File: src/rtl/spi_frame_regs_pkg.sv
package spi_frame_regs_pkg;

  localparam int BYTE_W      = 8;
  localparam int ADDR_W      = 7;
  localparam int CHK_W       = 5;
  localparam int FRAME_BYTES = 3;
  localparam int FRAME_W     = FRAME_BYTES * BYTE_W;
  localparam int CHK_DATA_W  = FRAME_W - CHK_W;

  localparam logic [CHK_W:0]   CHK_POLY = 6'h35;
  localparam logic [CHK_W-1:0] CHK_SEED = 5'h07;

  // register addresses; the host decodes these, so they are fixed
  localparam logic [ADDR_W-1:0] A_WIRE   = 7'h00;
  localparam logic [ADDR_W-1:0] A_INPUT  = 7'h02;
  localparam logic [ADDR_W-1:0] A_FLT1   = 7'h04;
  localparam logic [ADDR_W-1:0] A_CONFIG = 7'h18;
  localparam logic [ADDR_W-1:0] A_CHEN   = 7'h1A;
  localparam logic [ADDR_W-1:0] A_FLT2   = 7'h1C;
  localparam logic [ADDR_W-1:0] A_FLT2EN = 7'h1E;
  localparam logic [ADDR_W-1:0] A_FLT1EN = 7'h24;
  localparam logic [ADDR_W-1:0] A_NOP    = 7'h26;

  typedef struct packed {
    logic [ADDR_W-1:0] addr;
    logic [BYTE_W-1:0] data;
  } wr_cmd_t;

  // bit-serial polynomial remainder of {payload, seed}
  function automatic logic [CHK_W-1:0] chk5(input logic [CHK_DATA_W-1:0] payload);
    logic [FRAME_W-1:0] w;
    logic [CHK_W:0]     r;
    w = {payload, CHK_SEED};
    r = '0;
    for (int i = FRAME_W - 1; i >= 0; i--) begin
      r = {r[CHK_W-1:0], w[i]};
      if (r[CHK_W]) r = r ^ CHK_POLY;
    end
    return r[CHK_W-1:0];
  endfunction

endpackage

File: src/rtl/spi_frame_sync.sv
module spi_frame_sync #(
  parameter int         W       = 1,
  parameter int         STAGES  = 2,
  parameter logic [W-1:0] RST_VAL = '0
) (
  input  logic         clk,
  input  logic         rst_n,
  input  logic [W-1:0] d_i,
  output logic [W-1:0] q_o
);

  logic [W-1:0] st [STAGES];

  for (genvar g = 0; g < STAGES; g++) begin : g_stage
    if (g == 0) begin : g_first
      always_ff @(posedge clk or negedge rst_n) begin
        if (!rst_n) st[g] <= RST_VAL;
        else        st[g] <= d_i;
      end
    end else begin : g_next
      always_ff @(posedge clk or negedge rst_n) begin
        if (!rst_n) st[g] <= RST_VAL;
        else        st[g] <= st[g-1];
      end
    end
  end

  assign q_o = st[STAGES-1];

endmodule

File: src/rtl/spi_frame_engine.sv
module spi_frame_engine
  import spi_frame_regs_pkg::*;
(
  input  logic              clk,
  input  logic              rst_n,
  input  logic              sclk_s,
  input  logic              cs_n_s,
  input  logic              mosi_s,
  input  logic              mode_i,
  input  logic [BYTE_W-1:0] in_state_i,
  input  logic [BYTE_W-1:0] wb_state_i,
  input  logic [BYTE_W-1:0] rd_data_i,
  output logic [ADDR_W-1:0] rd_addr_o,
  output logic              miso_o,
  output logic              cmd_valid_o,
  output wr_cmd_t           cmd_o,
  output logic              chk_err_o
);

  localparam int CNT_W = $clog2(FRAME_W + 1) + 1;
  localparam logic [CNT_W-1:0] LEN_LONG  = CNT_W'(FRAME_W);
  localparam logic [CNT_W-1:0] LEN_SHORT = CNT_W'(FRAME_W - BYTE_W);
  localparam logic [CNT_W-1:0] B1_AT     = CNT_W'(BYTE_W);
  localparam logic [CNT_W-1:0] B2_AT     = CNT_W'(2 * BYTE_W);

  logic              sclk_d, cs_d, in_frame, short_q;
  logic [CNT_W-1:0]  bit_cnt;
  logic [FRAME_W-1:0] rx_sr;
  logic [BYTE_W-1:0] tx_sr, lat_in, lat_wb, rsp1;

  logic sclk_rise, sclk_fall, cs_fall, cs_rise;
  assign sclk_rise = sclk_s & ~sclk_d;
  assign sclk_fall = ~sclk_s & sclk_d;
  assign cs_fall   = ~cs_n_s & cs_d;
  assign cs_rise   = cs_n_s & ~cs_d;

  // header byte sits in the low byte once 8 bits are in
  assign rd_addr_o = rx_sr[ADDR_W-1:0];

  logic [BYTE_W-1:0] byte1;
  assign byte1 = rx_sr[BYTE_W-1] ? lat_wb : rd_data_i;

  logic [CHK_W-1:0] rsp_chk;
  assign rsp_chk = chk5({lat_in, rsp1, {(BYTE_W-CHK_W){1'b0}}});

  assign miso_o = in_frame & tx_sr[BYTE_W-1];

  // frame decode at chip-select release
  logic [BYTE_W-1:0] hdr, dat;
  logic chk_ok, full;
  always_comb begin
    if (short_q) begin
      hdr    = rx_sr[2*BYTE_W-1 -: BYTE_W];
      dat    = rx_sr[BYTE_W-1:0];
      chk_ok = 1'b1;
      full   = (bit_cnt == LEN_SHORT);
    end else begin
      hdr    = rx_sr[FRAME_W-1 -: BYTE_W];
      dat    = rx_sr[2*BYTE_W-1 -: BYTE_W];
      chk_ok = (chk5(rx_sr[FRAME_W-1:CHK_W]) == rx_sr[CHK_W-1:0]);
      full   = (bit_cnt == LEN_LONG);
    end
  end

  always_ff @(posedge clk or negedge rst_n) begin
    if (!rst_n) begin
      sclk_d   <= 1'b0;
      cs_d     <= 1'b1;
      in_frame <= 1'b0;
      short_q  <= 1'b0;
      bit_cnt  <= '0;
      rx_sr    <= '0;
      tx_sr    <= '0;
      lat_in   <= '0;
      lat_wb   <= '0;
      rsp1     <= '0;
    end else begin
      sclk_d <= sclk_s;
      cs_d   <= cs_n_s;
      if (cs_fall) begin
        in_frame <= 1'b1;
        short_q  <= mode_i;
        bit_cnt  <= '0;
        rx_sr    <= '0;
        tx_sr    <= in_state_i;
        lat_in   <= in_state_i;
        lat_wb   <= wb_state_i;
      end else if (cs_rise) begin
        in_frame <= 1'b0;
      end else if (in_frame && sclk_rise) begin
        rx_sr <= {rx_sr[FRAME_W-2:0], mosi_s};
        if (bit_cnt != '1) bit_cnt <= bit_cnt + 1'b1;
      end else if (in_frame && sclk_fall) begin
        if (bit_cnt == B1_AT) begin
          tx_sr <= byte1;
          rsp1  <= byte1;
        end else if (bit_cnt == B2_AT && !short_q) begin
          tx_sr <= {{(BYTE_W-CHK_W){1'b0}}, rsp_chk};
        end else begin
          tx_sr <= {tx_sr[BYTE_W-2:0], 1'b0};
        end
      end
    end
  end

  always_ff @(posedge clk or negedge rst_n) begin
    if (!rst_n) begin
      cmd_valid_o <= 1'b0;
      chk_err_o   <= 1'b0;
      cmd_o       <= '0;
    end else begin
      cmd_valid_o <= in_frame & cs_rise & full & chk_ok & hdr[BYTE_W-1];
      chk_err_o   <= in_frame & cs_rise & full & ~short_q & ~chk_ok;
      cmd_o.addr  <= hdr[ADDR_W-1:0];
      cmd_o.data  <= dat;
    end
  end

endmodule

File: src/rtl/spi_frame_regfile.sv
module spi_frame_regfile
  import spi_frame_regs_pkg::*;
(
  input  logic              clk,
  input  logic              rst_n,
  input  logic              cmd_valid_i,
  input  wr_cmd_t           cmd_i,
  input  logic              chk_err_i,
  input  logic [ADDR_W-1:0] rd_addr_i,
  input  logic [BYTE_W-1:0] in_state_i,
  input  logic [BYTE_W-1:0] wb_state_i,
  output logic [BYTE_W-1:0] rd_data_o,
  output logic [BYTE_W-1:0] cfg_o,
  output logic [BYTE_W-1:0] chen_o,
  output logic [BYTE_W-1:0] flt1_o,
  output logic [BYTE_W-1:0] flt1en_o,
  output logic [BYTE_W-1:0] flt2_o,
  output logic [BYTE_W-1:0] flt2en_o,
  output logic              fault_o
);

  localparam int F2_W = 6;

  logic [BYTE_W-1:0] cfg_r, chen_r, f1en_r;
  logic [4:0]        f1_lo;
  logic              f1_por, f1_chk;
  logic [F2_W-1:0]   f2_r, f2en_r;

  assign cfg_o    = cfg_r;
  assign chen_o   = chen_r;
  assign flt1en_o = f1en_r;
  assign flt2_o   = {{(BYTE_W-F2_W){1'b0}}, f2_r};
  assign flt2en_o = {{(BYTE_W-F2_W){1'b0}}, f2en_r};
  assign flt1_o   = {f1_chk, f1_por, |f2_r, f1_lo};
  assign fault_o  = |(flt1_o & f1en_r);

  always_ff @(posedge clk or negedge rst_n) begin
    if (!rst_n) begin
      cfg_r  <= '0;
      chen_r <= '1;
      f1en_r <= '0;
      f1_lo  <= '0;
      f1_por <= 1'b1;
      f1_chk <= 1'b0;
      f2_r   <= '0;
      f2en_r <= '0;
    end else if (chk_err_i) begin
      f1_chk <= 1'b1;
    end else if (cmd_valid_i) begin
      unique case (cmd_i.addr)
        A_CONFIG: cfg_r  <= cmd_i.data;
        A_CHEN:   chen_r <= cmd_i.data;
        A_FLT1EN: f1en_r <= cmd_i.data;
        A_FLT2:   f2_r   <= cmd_i.data[F2_W-1:0];
        A_FLT2EN: f2en_r <= cmd_i.data[F2_W-1:0];
        A_FLT1: begin
          f1_chk <= f1_chk & cmd_i.data[7];
          f1_por <= f1_por & cmd_i.data[6];
          f1_lo  <= cmd_i.data[4:0];
        end
        default: ;
      endcase
    end
  end

  always_comb begin
    unique case (rd_addr_i)
      A_WIRE:   rd_data_o = wb_state_i;
      A_INPUT:  rd_data_o = in_state_i;
      A_FLT1:   rd_data_o = flt1_o;
      A_CONFIG: rd_data_o = cfg_r;
      A_CHEN:   rd_data_o = chen_r;
      A_FLT2:   rd_data_o = flt2_o;
      A_FLT2EN: rd_data_o = flt2en_o;
      A_FLT1EN: rd_data_o = f1en_r;
      default:  rd_data_o = '0;
    endcase
  end

endmodule

File: src/rtl/spi_frame_regs.sv
module spi_frame_regs
  import spi_frame_regs_pkg::*;
#(
  parameter int SYNC_STAGES = 2
) (
  input  logic              clk,
  input  logic              rst_n,
  input  logic              sclk,
  input  logic              cs_n,
  input  logic              mosi,
  output logic              miso,
  input  logic              frame_mode,
  input  logic [BYTE_W-1:0] in_state,
  input  logic [BYTE_W-1:0] wb_state,
  output logic [BYTE_W-1:0] cfg_q,
  output logic [BYTE_W-1:0] chan_en_q,
  output logic [BYTE_W-1:0] fault1_q,
  output logic [BYTE_W-1:0] fault1_en_q,
  output logic [BYTE_W-1:0] fault2_q,
  output logic [BYTE_W-1:0] fault2_en_q,
  output logic              fault_o
);

  logic [2:0] pins_s;

  spi_frame_sync #(
    .W       (3),
    .STAGES  (SYNC_STAGES),
    .RST_VAL (3'b010)
  ) u_sync (
    .clk   (clk),
    .rst_n (rst_n),
    .d_i   ({sclk, cs_n, mosi}),
    .q_o   (pins_s)
  );

  logic [ADDR_W-1:0] rd_addr;
  logic [BYTE_W-1:0] rd_data;
  logic              cmd_valid, chk_err;
  wr_cmd_t           cmd;

  spi_frame_engine u_engine (
    .clk         (clk),
    .rst_n       (rst_n),
    .sclk_s      (pins_s[2]),
    .cs_n_s      (pins_s[1]),
    .mosi_s      (pins_s[0]),
    .mode_i      (frame_mode),
    .in_state_i  (in_state),
    .wb_state_i  (wb_state),
    .rd_data_i   (rd_data),
    .rd_addr_o   (rd_addr),
    .miso_o      (miso),
    .cmd_valid_o (cmd_valid),
    .cmd_o       (cmd),
    .chk_err_o   (chk_err)
  );

  spi_frame_regfile u_regs (
    .clk         (clk),
    .rst_n       (rst_n),
    .cmd_valid_i (cmd_valid),
    .cmd_i       (cmd),
    .chk_err_i   (chk_err),
    .rd_addr_i   (rd_addr),
    .in_state_i  (in_state),
    .wb_state_i  (wb_state),
    .rd_data_o   (rd_data),
    .cfg_o       (cfg_q),
    .chen_o      (chan_en_q),
    .flt1_o      (fault1_q),
    .flt1en_o    (fault1_en_q),
    .flt2_o      (fault2_q),
    .flt2en_o    (fault2_en_q),
    .fault_o     (fault_o)
  );

endmodule

File: config.mk
export PLATFORM = sky130hd
export DESIGN_NAME = spi_frame_regs
export DESIGN_NICKNAME = d
export VERILOG_FILES = /design/src/rtl/spi_frame_regs_pkg.sv /design/src/rtl/spi_frame_sync.sv /design/src/rtl/spi_frame_engine.sv /design/src/rtl/spi_frame_regfile.sv /design/src/rtl/spi_frame_regs.sv
export SDC_FILE = /design/constraint.sdc
export NUM_CORES = 1
export LEC_CHECK = 0
export BUFFER_PORTS_ARGS = -buffer_cell sky130_fd_sc_hd__buf_2
export CAP_MARGIN = 5
export CORE_MARGIN = 1
export CORE_UTILIZATION = 43
export CTS_BUF_LIST = sky130_fd_sc_hd__clkbuf_8
export DETAILED_ROUTE_END_ITERATION = 16
export HOLD_SLACK_MARGIN = 0.05
export MAX_ROUTING_LAYER = met4
export PLACE_DENSITY = 0.66
export SLEW_MARGIN = 20
export SYNTH_ARGS = -nofsm -noshare
export SYNTH_HDL_FRONTEND = slang
export SYNTH_HIERARCHICAL = 1
export SYNTH_SLANG_ARGS = --single-unit
File: constraint.sdc
create_clock -name clk -period 5.9 [get_ports clk]
set_clock_uncertainty 0.2 [all_clocks]
set_input_delay 0.59 -clock clk [delete_from_list [all_inputs] [get_ports clk]]
set_output_delay 0.59 -clock clk [all_outputs]
set_load 0.01 [all_outputs]
== Yosys cells after proc, flatten, opt, wreduce, memory -nomap -nowiden ==
Index checks and enable logic that the tools add are counted.
Word-level totals
  register bits: 132
  bits in latches: 0
  RAM bits: 0
  memory bits (read-only): 0
  input port bits: 22
  output and inout port bits: 50
  logic and storage cells: 212
  memories kept: 0
Operators by class
  add/subtract/negate cells: 1
  multiply operators: 0
  divide/modulo/power cells: 0
  order comparisons: 0
  equality and inequality tests: 20
  shifts and indexed selects: 0
  multiplexer cells: 81
  bitwise logic cells: 62
  reductions and logical operators: 24
Operator list (count)
  5-bit 2-to-1 mux: 57
  3-bit NOT: 38
  24-bit 2-to-1 mux: 3
  8-bit 2-to-1 mux: 9
  8-bit one-hot mux with 8 select lines: 1
  7-bit by 5-bit == test with 1-bit output (second input constant): 8
  6-bit 2-to-1 mux: 4
  3-bit AND reduction: 8
  7-bit by 3-bit == test with 1-bit output (second input constant): 2
  7-bit by 6-bit == test with 1-bit output (second input constant): 2
  1-bit bitwise AND: 13
  6-bit by 5-bit == test with 1-bit output (second input constant): 2
  2-bit nonzero test: 6
  1-bit NOT: 10
  8-bit bitwise AND: 1
  8-bit OR reduction: 1
  7-bit by 2-bit == test with 1-bit output (second input constant): 1
  7-bit zero test: 1
  1-bit 2-to-1 mux: 7
  6-bit by 1-bit adder with 6-bit output (second input constant): 1
  6-bit by 4-bit == test with 1-bit output (second input constant): 1
  6-bit inequality test (second input constant): 1
  6-bit OR reduction: 1
  5-bit == test: 1
  5 further kinds: 9

== Logic depth before layout (Yosys ltp) ==
Gate-level depths: netlist (run 1).
  depth in word-level cells: 61
  depth in mapped cells: 12
  mapped depth without buffers: 9

== Modules after synthesis ==
The synthesis (run 1) kept the hierarchy.
Modules (own cells, without submodules)
  spi_frame_engine: times used 1, cells an instance 422, area an instance 4518.1 um^2, seq. area each 2078.2 um^2
  spi_frame_regfile: times used 1, cells an instance 187, area an instance 2346.0 um^2, seq. area each 1087.3 um^2
  spi_frame_sync: times used 1, cells an instance 9, area an instance 175.2 um^2, seq. area each 152.6 um^2

== Least setup slack after synthesis (run 1) ==
Ideal clock, no wire load.
  kind: reg-to-reg
  start: register u_engine.rx_sr[21]
  end: register u_engine.chk_err_o
  library setup time: 0.122 ns
  arrival: 2.464 ns
  required time: 5.578 ns
  setup slack: 3.114 ns
  stages on the path, launching flop included: 8
  buffers on the path: 0
  clock period less this slack: 2.786 ns
  path through: dfrtp_1 xnor3_1 xnor3_2 xnor3_1 nor3_1 o21ai_1 mux4_2 o2111a_1
On the way
  longest elaborated chain between the ends: 49
  elaborated cells on any way between the ends: 58
  classes of those cells: 1 x eq/ne; 39 x mux; 18 x bitwise
RTL lines
  start: declaration: RTL line spi_frame_engine.sv:28  | logic [FRAME_W-1:0] rx_sr;
  start signal: assignment: RTL line spi_frame_engine.sv:91  | rx_sr <= {rx_sr[FRAME_W-2:0], mosi_s};
  5-bit 2-to-1 mux (*): RTL line spi_frame_regs_pkg.sv:37  | if (r[CHK_W]) r = r ^ CHK_POLY;
  5-bit 2-to-1 mux (*): RTL line spi_frame_engine.sv:52  | if (short_q) begin
  3-bit NOT (no line)
  5-bit 2-to-1 mux (*): RTL line spi_frame_regs_pkg.sv:37
  5-bit 2-to-1 mux (*): RTL line spi_frame_engine.sv:52
  5-bit 2-to-1 mux (*): RTL line spi_frame_regs_pkg.sv:37
  5-bit 2-to-1 mux (*): RTL line spi_frame_engine.sv:52
  5-bit 2-to-1 mux (*): RTL line spi_frame_regs_pkg.sv:37
  (+33 left out)
  5-bit 2-to-1 mux (*): RTL line spi_frame_regs_pkg.sv:37
  5-bit 2-to-1 mux (*): RTL line spi_frame_engine.sv:52
  5-bit 2-to-1 mux (*): RTL line spi_frame_regs_pkg.sv:37
  5-bit 2-to-1 mux (*): RTL line spi_frame_engine.sv:52
  5-bit == test (*): RTL line spi_frame_engine.sv:60  | chk_ok = (chk5(rx_sr[FRAME_W-1:CHK_W]) == rx_sr[CHK_W-1:0]);
  1-bit 2-to-1 mux (*): RTL line spi_frame_engine.sv:52
  1-bit NOT (*): RTL line spi_frame_engine.sv:113  | chk_err_o <= in_frame & cs_rise & full & ~short_q & ~chk_ok;
  1-bit bitwise AND (*): RTL line spi_frame_engine.sv:113
  end signal: assignment: RTL line spi_frame_engine.sv:113
  end: declaration: RTL line spi_frame_engine.sv:17  | output logic chk_err_o
Every way passes the cells marked *; elsewhere a longest branch is shown, timed or not. The select of a mux whose other input is x is not followed.
A chain may end at the register's enable or synchronous reset.

== Worst setup path after layout (run 1) ==
  start: register u_engine.rx_sr[7]
  end: register u_engine.chk_err_o
On the way
  longest elaborated chain between the ends: 24
RTL lines (RTL line)
  3-bit NOT (no line)
  5-bit 2-to-1 mux (*): spi_frame_regs_pkg.sv:37
  5-bit 2-to-1 mux (*): spi_frame_engine.sv:52
  5-bit 2-to-1 mux (*): spi_frame_regs_pkg.sv:37
  5-bit 2-to-1 mux (*): spi_frame_engine.sv:52
  3-bit NOT (no line)
  5-bit 2-to-1 mux (*): spi_frame_regs_pkg.sv:37
  5-bit 2-to-1 mux (*): spi_frame_engine.sv:52
  (+8 left out)
  5-bit 2-to-1 mux (*): spi_frame_engine.sv:52
  3-bit NOT (no line)
  5-bit 2-to-1 mux (*): spi_frame_regs_pkg.sv:37
  5-bit 2-to-1 mux (*): spi_frame_engine.sv:52
  5-bit == test (*): spi_frame_engine.sv:60
  1-bit 2-to-1 mux (*): spi_frame_engine.sv:52
  1-bit NOT (*): spi_frame_engine.sv:113
  1-bit bitwise AND (*): spi_frame_engine.sv:113
Marked as above.

==> reports/qor.yml, run 1 <==
status: "complete, no violations"
p_int_mw: 1.764
cp.arrival_ns: 3.15
layout-drive-gt1-share_pct: 31.87
initial_core_util_pct: 44.15
core_region_area_sq_um: 15940
rsz0062_at_grt: "false"
drtIter0Drc: 325
cts.sink_count: 132
antenna_left: 0
dp.cells: 865
routed_wl_um: 16300
critPathLaunchType: "flop"
dp_slack_ns: 2.908
clk_pin_slew_ns: 0.07
grt_pass1_wl_um: 26570
drv_cap: 0
fillerInstances: 1413
async_reset_ff_share_pct: 100.0
r2r_start: "u_engine/rx_sr[7]$_DFFE_PN0P_"
dieArea_sq_um: 16890
p_leak_nw: 3.628
synth.cell_area_sq_um: 7039
grt_max_degree: 75
dr.pass1.iters: 4
cts_hold_buffers: 3
peakVddDrop_uv: 141.4
final.setup.tns_ns: 0
min_path_type: "in -> async"
slew_viol_final: 0
globalRouteTotalUtil_pct: 21.70
cts_inserted_buffers: 17
reg2reg_to: "u_engine/chk_err_o$_DFF_PN0_"
num_rows: 46
wire_per_inst_um: 18.11
h-tree-depth: 4
nets: 698
ys_warn_count: 6
register_area_sq_um: 3318
avgViaCountPerCell: 5.383
crit_type: "reg -> reg"
dieWidth_um: 129.9
synth-edff-count: 0
fmax_mhz: 331.7
ys_seq_area_share_pct: 47.14
r2r_cells: 7
top_level_ports: 72
clkPwrFrac_pct: 34.9
ys_ff_latch: 132
end_kind: "flop"
synthFlopType: "dfrtp_1"
insertion_delay_ns: 0.45
multi_input_area_sq_um: 3467
p_switching_uw: 722.2
hold_violations: 0
clockBufferDepth: 2
p_per_area_nw_per_um2: 312.3
gp_congestion: 0.8760
antenna_found_initial: 0
tightest_slew_ns: 0.9368
cts_root_buf: "clkbuf_8"
synth_cell_types: 64
timing.slew.headroom_pct: 37.55
die_y_um: 129.9
cts_post_setup_buffers_inserted: 0
numPortBuffers: 67
r2r_setup_slack_ns: 2.88
gr-total-overflow: 0
tritoncts: "done"
layoutNonFillerInstCount: 900
critPathMaxFanout: 12
period_share_pct: 51.10
finalSetupViolations: 0
crit_required_ns: 6.04
seqPwrFrac_pct: 43.8
diodes: 0
cts_resized: 0
hpwl_um: 11620
vias: 4845
area_growth_pct: 13.08
grt_pass1_vias: 4793
p_comb_share_pct: 21.3
post-route-worst-setup-slack_ns: 2.885
period_needed_ns: 3.015
switching_share_pct: 29.05
avgSynthCellArea_sq_um: 11.39
synthCells: 618
drc: 0
## kinds of logic (layout without fill, tap and decap cells)
family | after synthesis | after routing | share of synthesized area (%)
adders and majority gates | 5 | 5 | 0.8887
AOI/OAI and AO/OA | 106 | 106 | 9.545
DFF | 132 | 132 | 47.14
buffers and inverters | 56 | 119 | 3.999
xor gates and xnor gates | 61 | 61 | 9.918
muxes | 102 | 102 | 16.23
and+or+nand+nor | 155 | 155 | 12.23
other | 1 | 4 | 0.05327
## per-stage QoR
step | total power [mW] | utilization, % | hold WS (ns) | area [sq um]
after floorplan | 1.505 | - | 0.09441 | 7051
after detailed placement | 1.627 | 46.85 | 0.1363 | 7468
final | 2.486 | 49.93 | 0.04891 | 7960
after global placement | 1.610 | 46.85 | 0.1346 | 7468
after global routing | 2.614 | 49.93 | 0.1084 | 7960
after CTS | 2.508 | 49.91 | 0.08902 | 7956
## cell type report
type	count	share of cell area, %
multi-input cells	433	43.56
clock inverters	14	2.641
inverters	13	0.6130
repair buffers	74	4.998
well taps	216	3.395
clock buffers	18	3.112
flip-flops and latches	132	41.68
## registers in the layout (all words and copies together) (netlist names)
signal                flops
u_regs/f1_lo              5
u_engine/rx_sr           24
u_engine/cs_d             1
u_regs/f2en_r             6
u_engine/sclk_d           1
u_engine/cmd_o           15
u_engine/chk_err_o        1
u_engine/in_frame         1
u_engine/tx_sr            8
u_engine/short_q          1
u_sync/st                 3
u_regs/f1_chk             1
u_sync/q_o                3
u_engine/lat_wb           8
u_engine/bit_cnt          6
u_regs/cfg_o              8
u_regs/f1_por             1
u_regs/f2_r               6
u_engine/cmd_valid_o      1
u_engine/rsp1             8
u_engine/lat_in           8
u_regs/chen_o             8
u_regs/flt1en_o           8
## worst max-delay path: stages, from the launching register on
cell and delay (ns):
dfrtp_1 0.69, xor2_1 0.23, xnor3_1 0.39, xnor2_1 0.29
xnor2_1 0.19, o21ai_0 0.16, mux4_2 0.50, o2111a_1 0.26
## layer usage
| layer | track usage (%) | routed length [um] |
|---|---|---|
| met5 | - | 0 |
| met4 | 8.345 | 349 |
| met3 | 4.100 | 653 |
| met2 | 35.20 | 8188 |
| met1 | 26.87 | 7111 |
## cells in the mapped netlist, types with 3 or more instances
| library cell | count | area, sq um |
|---|---|---|
| nand3_1 | 5 | 25.02 |
| dfstp_2 | 12 | 315.3 |
| or2b_1 | 3 | 22.52 |
| a211o_1 | 7 | 61.31 |
| a22oi_1 | 12 | 90.09 |
| buf_1 | 3 | 11.26 |
| nand4_1 | 4 | 25.02 |
| clkbuf_1 | 20 | 75.07 |
| buf_2 | 3 | 15.01 |
| buf_4 | 16 | 120.1 |
| xor2_1 | 15 | 131.4 |
| nand2b_1 | 23 | 143.9 |
| inv_1 | 13 | 48.80 |
| xor3_1 | 3 | 71.32 |
| nor4b_1 | 3 | 26.28 |
| a21oi_1 | 11 | 55.05 |
| dfrtp_1 | 120 | 3003 |
| and2_1 | 5 | 31.28 |
| xnor2_1 | 34 | 297.8 |
| nor2_1 | 15 | 56.30 |
| nor2b_1 | 4 | 25.02 |
| nor3_1 | 18 | 90.09 |
| o21ai_0 | 48 | 240.2 |
| a22o_1 | 6 | 52.55 |
| xnor3_1 | 7 | 157.7 |
| mux2_2 | 87 | 979.7 |
| o22ai_1 | 5 | 31.28 |
| nand2_1 | 53 | 198.9 |
| ha_1 | 5 | 62.56 |
| mux2i_1 | 14 | 140.1 |
## how the worst max path moves through the flow
stage | to | slack, ns | cells after the start | from
5_1_grt | u_engine/tx_sr[1]$_DFFE_PN0P_ | 2.65 | 7 | u_engine/rx_sr[1]$_DFFE_PN0P_
6_report | u_engine/chk_err_o$_DFF_PN0_ | 2.88 | 7 | u_engine/rx_sr[7]$_DFFE_PN0P_
4_1_cts | u_engine/chk_err_o$_DFF_PN0_ | 2.89 | 7 | u_engine/rx_sr[15]$_DFFE_PN0P_
3_5_place_dp | u_engine/chk_err_o$_DFF_PN0_ | 2.91 | 7 | u_engine/rx_sr[15]$_DFFE_PN0P_
3_3_place_gp | u_engine/chk_err_o$_DFF_PN0_ | 3.03 | 7 | u_engine/rx_sr[21]$_DFFE_PN0P_
2_1_floorplan | u_engine/chk_err_o$_DFF_PN0_ | 3.11 | 7 | u_engine/rx_sr[21]$_DFFE_PN0P_
## power groups by stage
stage | Clock, mW | Sequential, mW | Combinational [mW]
after global placement | 0 | 1.10 | 0.509
after floorplan | 0 | 1.05 | 0.460
final | 0.867 | 1.09 | 0.528
after global routing | 0.932 | 1.10 | 0.580
after CTS | 0.892 | 1.09 | 0.528
after detailed placement | 0 | 1.11 | 0.522
## layout by cell type, fill, tap and decap left out, types with 5 or more instances in the layout
master and n:
dfstp_2 12, and2_1 5, clkinvlp_4 5, a22oi_1 12, o21ai_0 48, a22o_1 6, buf_2 66, xor2_1 15
a21oi_1 11, nor2_1 15, a211o_1 7, nand3_1 5, buf_4 5, xnor3_1 7, mux2_2 87, inv_1 14
nand2_1 53, mux2i_1 14, nand2b_1 23, o22ai_1 5, clkbuf_8 18, dfrtp_1 120, xnor2_1 34, nor3_1 18
bufinv_16 5
No activity file was read; power rests on OpenSTA's default activity.
==> run 2, diff against run 1 <==
- ABC_AREA: not set -> 1
- PLACE_DENSITY: 0.66 -> 0.68
- clock period: 5.9 -> 2.69 ns (I/O delays scaled with it)
==> reports/qor.yml, run 2 <==
synth_cell_types: 44  # -31%
placed_cell_area_sq_um: 8428  # +13%
crit_required_ns: 2.86  # -3.18 ns
power_mw: 6.986  # +180%
area_growth_pct: 30.18
dp_slack_ns: -0.2038  # -3.112 ns
tightest_slew_ns: 1.099  # +0.1624 ns
grt_max_degree: 59  # -21%
die_y_um: 136.4  # +5.0%
synth.top_cell.area_share_pct: 38.67  # -4.0 points
dieArea_sq_um: 18600  # +10%
drv_cap: 0  # unchanged
peakVddDrop_uv: 947.0  # +570%
r2r_start: "u_engine/rx_sr[22]$_DFFE_PN0P_"
p_switching_mw: 2.686  # +270%
cts_root_buf: "clkbuf_8"
dp.cells: 1317  # +52%
final_cell_mix: "nand2_1, nand3_1, dfrtp_1, inv_1, o21ai_0"
clkPwrFrac_pct: 26.1  # -8.8 points
synth_common_cells: "nand2_1, nand3_1, dfrtp_1"
ys_seq_area_share_pct: 42.73  # -4.4 points
drc: 0  # unchanged
hold_violations: 0  # unchanged
finalSetupViolations: 7  # +7
globalRouteTotalUtil_pct: 24.55  # +2.8 points
gp_congestion: 0.8968  # +2.4%
critPathMaxFanout: 6  # -6
clockBufferDepth: 2  # unchanged
crit_start: "u_engine/rx_sr[22]$_DFFE_PN0P_"
async_reset_ff_share_pct: 100.0  # unchanged
top_level_ports: 72  # unchanged
hpwl_um: 14600  # +26%
gr-total-overflow: 0  # unchanged
yosysTopAreaCell: "dfrtp_1"
clk_pin_slew_ns: 0.08  # about the same
num_rows: 48  # +4.3%
vias: 7526  # +55%
cp.arrival_ns: 3.14  # about the same
cts.sink_count: 132  # unchanged
fillerInstances: 1526  # +8.0%
period_needed_ns: 2.966  # -0.04886 ns
layoutNonFillerInstCount: 1390  # +54%
holdWs_ns: 0.1367  # +0.08778 ns
tritoncts: "done"
numPortBuffers: 67  # unchanged
synth_most_common_cell: "nand2_1"
status: "finished, violations left"
layout_commonest_cell: "nand2_1"
switching_share_pct: 38.45  # +9.4 points
grt_pass1_wl_um: 34250  # +29%
insertion_delay_ns: 0.45  # about the same
routed_wl_um: 22570  # +38%
dr.pass1.iters: 6  # +2
wire_per_inst_um: 16.24  # -10%
synth-edff-count: 0  # unchanged
fin_area_sq_um: 10110  # +27%
synth.cell_area_sq_um: 7765  # +10%
drtIter0Drc: 716  # +120%
core_region_area_sq_um: 17480  # +9.6%
synthTopCellsByArea: "dfrtp_1, nand2_1, nand3_1, o21ai_0, inv_1"
slew_viol_final: 0  # unchanged
h-tree-depth: 4  # unchanged
regMostFlops: "u_engine/rx_sr"
critPathLaunchType: "flop"
layout-drive-gt1-share_pct: 29.53  # -2.3 points
cts_inserted_buffers: 17  # unchanged
fin_util_pct: 57.84  # +7.9 points
ys_ff_latch: 132  # unchanged
final.setup.tns_ns: -1.458  # -1.458 ns
ys_warn_count: 6  # unchanged
dieWidth_um: 136.4  # +5.0%
min_path_type: "in -> async"
rsz0062_at_grt: "true"
fmax_mhz: 337.1  # +1.6%
avgViaCountPerCell: 5.414  # +0.58%
antenna_found_initial: 0  # unchanged
avgSynthCellArea_sq_um: 7.531  # -34%
initial_core_util_pct: 44.43  # +0.28 points
largest_register_ff_count: 24  # unchanged
p_int_mw: 4.300  # +140%
grt_pass1_vias: 6993  # +46%
antenna_left: 0  # unchanged
largestRegisters: "u_engine/rx_sr (24), u_engine/cmd_o (15)"
crit_type: "reg -> reg"
diodes: 0  # unchanged
p_comb_share_pct: 41.1  # +20 points
synthFlopType: "dfrtp_1"
end_kind: "flop"
synthCells: 1031  # +67%
period_share_pct: 110.3  # +59 points
violations: "setup timing"
timing.slew.headroom_pct: 26.72  # -11 points
p_leak_nw: 4.852  # +34%
p_per_area_nw_per_um2: 691.1  # +120%
nets: 1179  # +69%
post-route-worst-setup-slack_ns: -0.2762  # -3.161 ns
seqPwrFrac_pct: 32.8  # -11 points
-- run 2: cells by family after synthesis --
logic type,Yosys count,synth area share (%)
XOR/XNOR,34,4.866
adder cells (fa/ha/maj),5,0.8057
flip-flops,132,42.73
AO/OA/AOI/OAI,158,10.91
other,1,0.04829
buffers and inverters,150,8.701
AND/OR/NAND/NOR,551,31.94
-- run 2: power by group through the flow --
stage / clock network [mW] / logic, mW / registers, mW
after global placement: 0 / 2.09 / 2.30
final: 1.82 / 2.87 / 2.29
after global routing: 1.95 / 3.18 / 2.31
after CTS: 1.86 / 2.38 / 2.27
after floorplan: 0 / 1.65 / 2.25
after detailed placement: 0 / 2.12 / 2.31
-- run 2: final timing paths --
check                                                 end  slack, ns  depth (start not counted)
max                        u_engine/cmd_valid_o$_DFF_PN0_      -0.28                         22
min                        u_engine/rx_sr[17]$_DFFE_PN0P_       0.14                          2
max reg2reg                u_engine/cmd_valid_o$_DFF_PN0_      -0.28                         22
min reg2reg                       u_sync/q_o[2]$_DFF_PN0_       0.15                          0
max in group asynchronous         u_engine/cs_d$_DFF_PN1_       1.34                          3
min in group clk                  u_sync/q_o[2]$_DFF_PN0_       0.15                          0
-- run 2: layout make-up --
cell class / instances / area, sq um / share of cell area, %
Inverter: 101 / 391.6 / 3.874
Timing Repair Buffer: 148 / 1050 / 10.39
Clock inverter: 13 / 173.9 / 1.721
Sequential cell: 132 / 3323 / 32.88
Multi-Input combinational cell: 752 / 4627 / 45.77
Clock buffer: 19 / 261.5 / 2.587
Tap cell: 225 / 281.5 / 2.785
-- run 2: timing repair --
| item | CTS | global route |
|---|---|---|
| setup endpoints to repair | 7 | 11 |
| hold endpoints to repair | 116 | 0 |
| pin swaps | 19 | 62 |
| gates resized for setup | 59 | 127 |
| hold buffers | 21 | 0 |
| buffers inserted | 18 | 7 |
-- run 2: worst max-delay path, stage by stage, from the launching register on --
cell and delay [ns]:
dfrtp_2 0.48, inv_4 0.12, nand2_4 0.08, nand2_4 0.07
nand2_4 0.07, nand2_8 0.10, buf_4 0.13, nand2_1 0.04
nand2_1 0.09, nand3_1 0.12, nand2_2 0.18, nand3_4 0.12
nand3_4 0.14, nand3_4 0.11, nand2_2 0.09, nand2_4 0.07
nand2_2 0.09, nand2_1 0.06, nand2_1 0.09, nand3_1 0.09
a21oi_2 0.14, nand2_1 0.08, a21oi_1 0.12
-- run 2: metal layers --
metal,global-route usage (%),wire length (um)
met1,31.02,9618
met2,39.40,11160
met3,3.505,1158
met4,10.06,634
met5,-,0
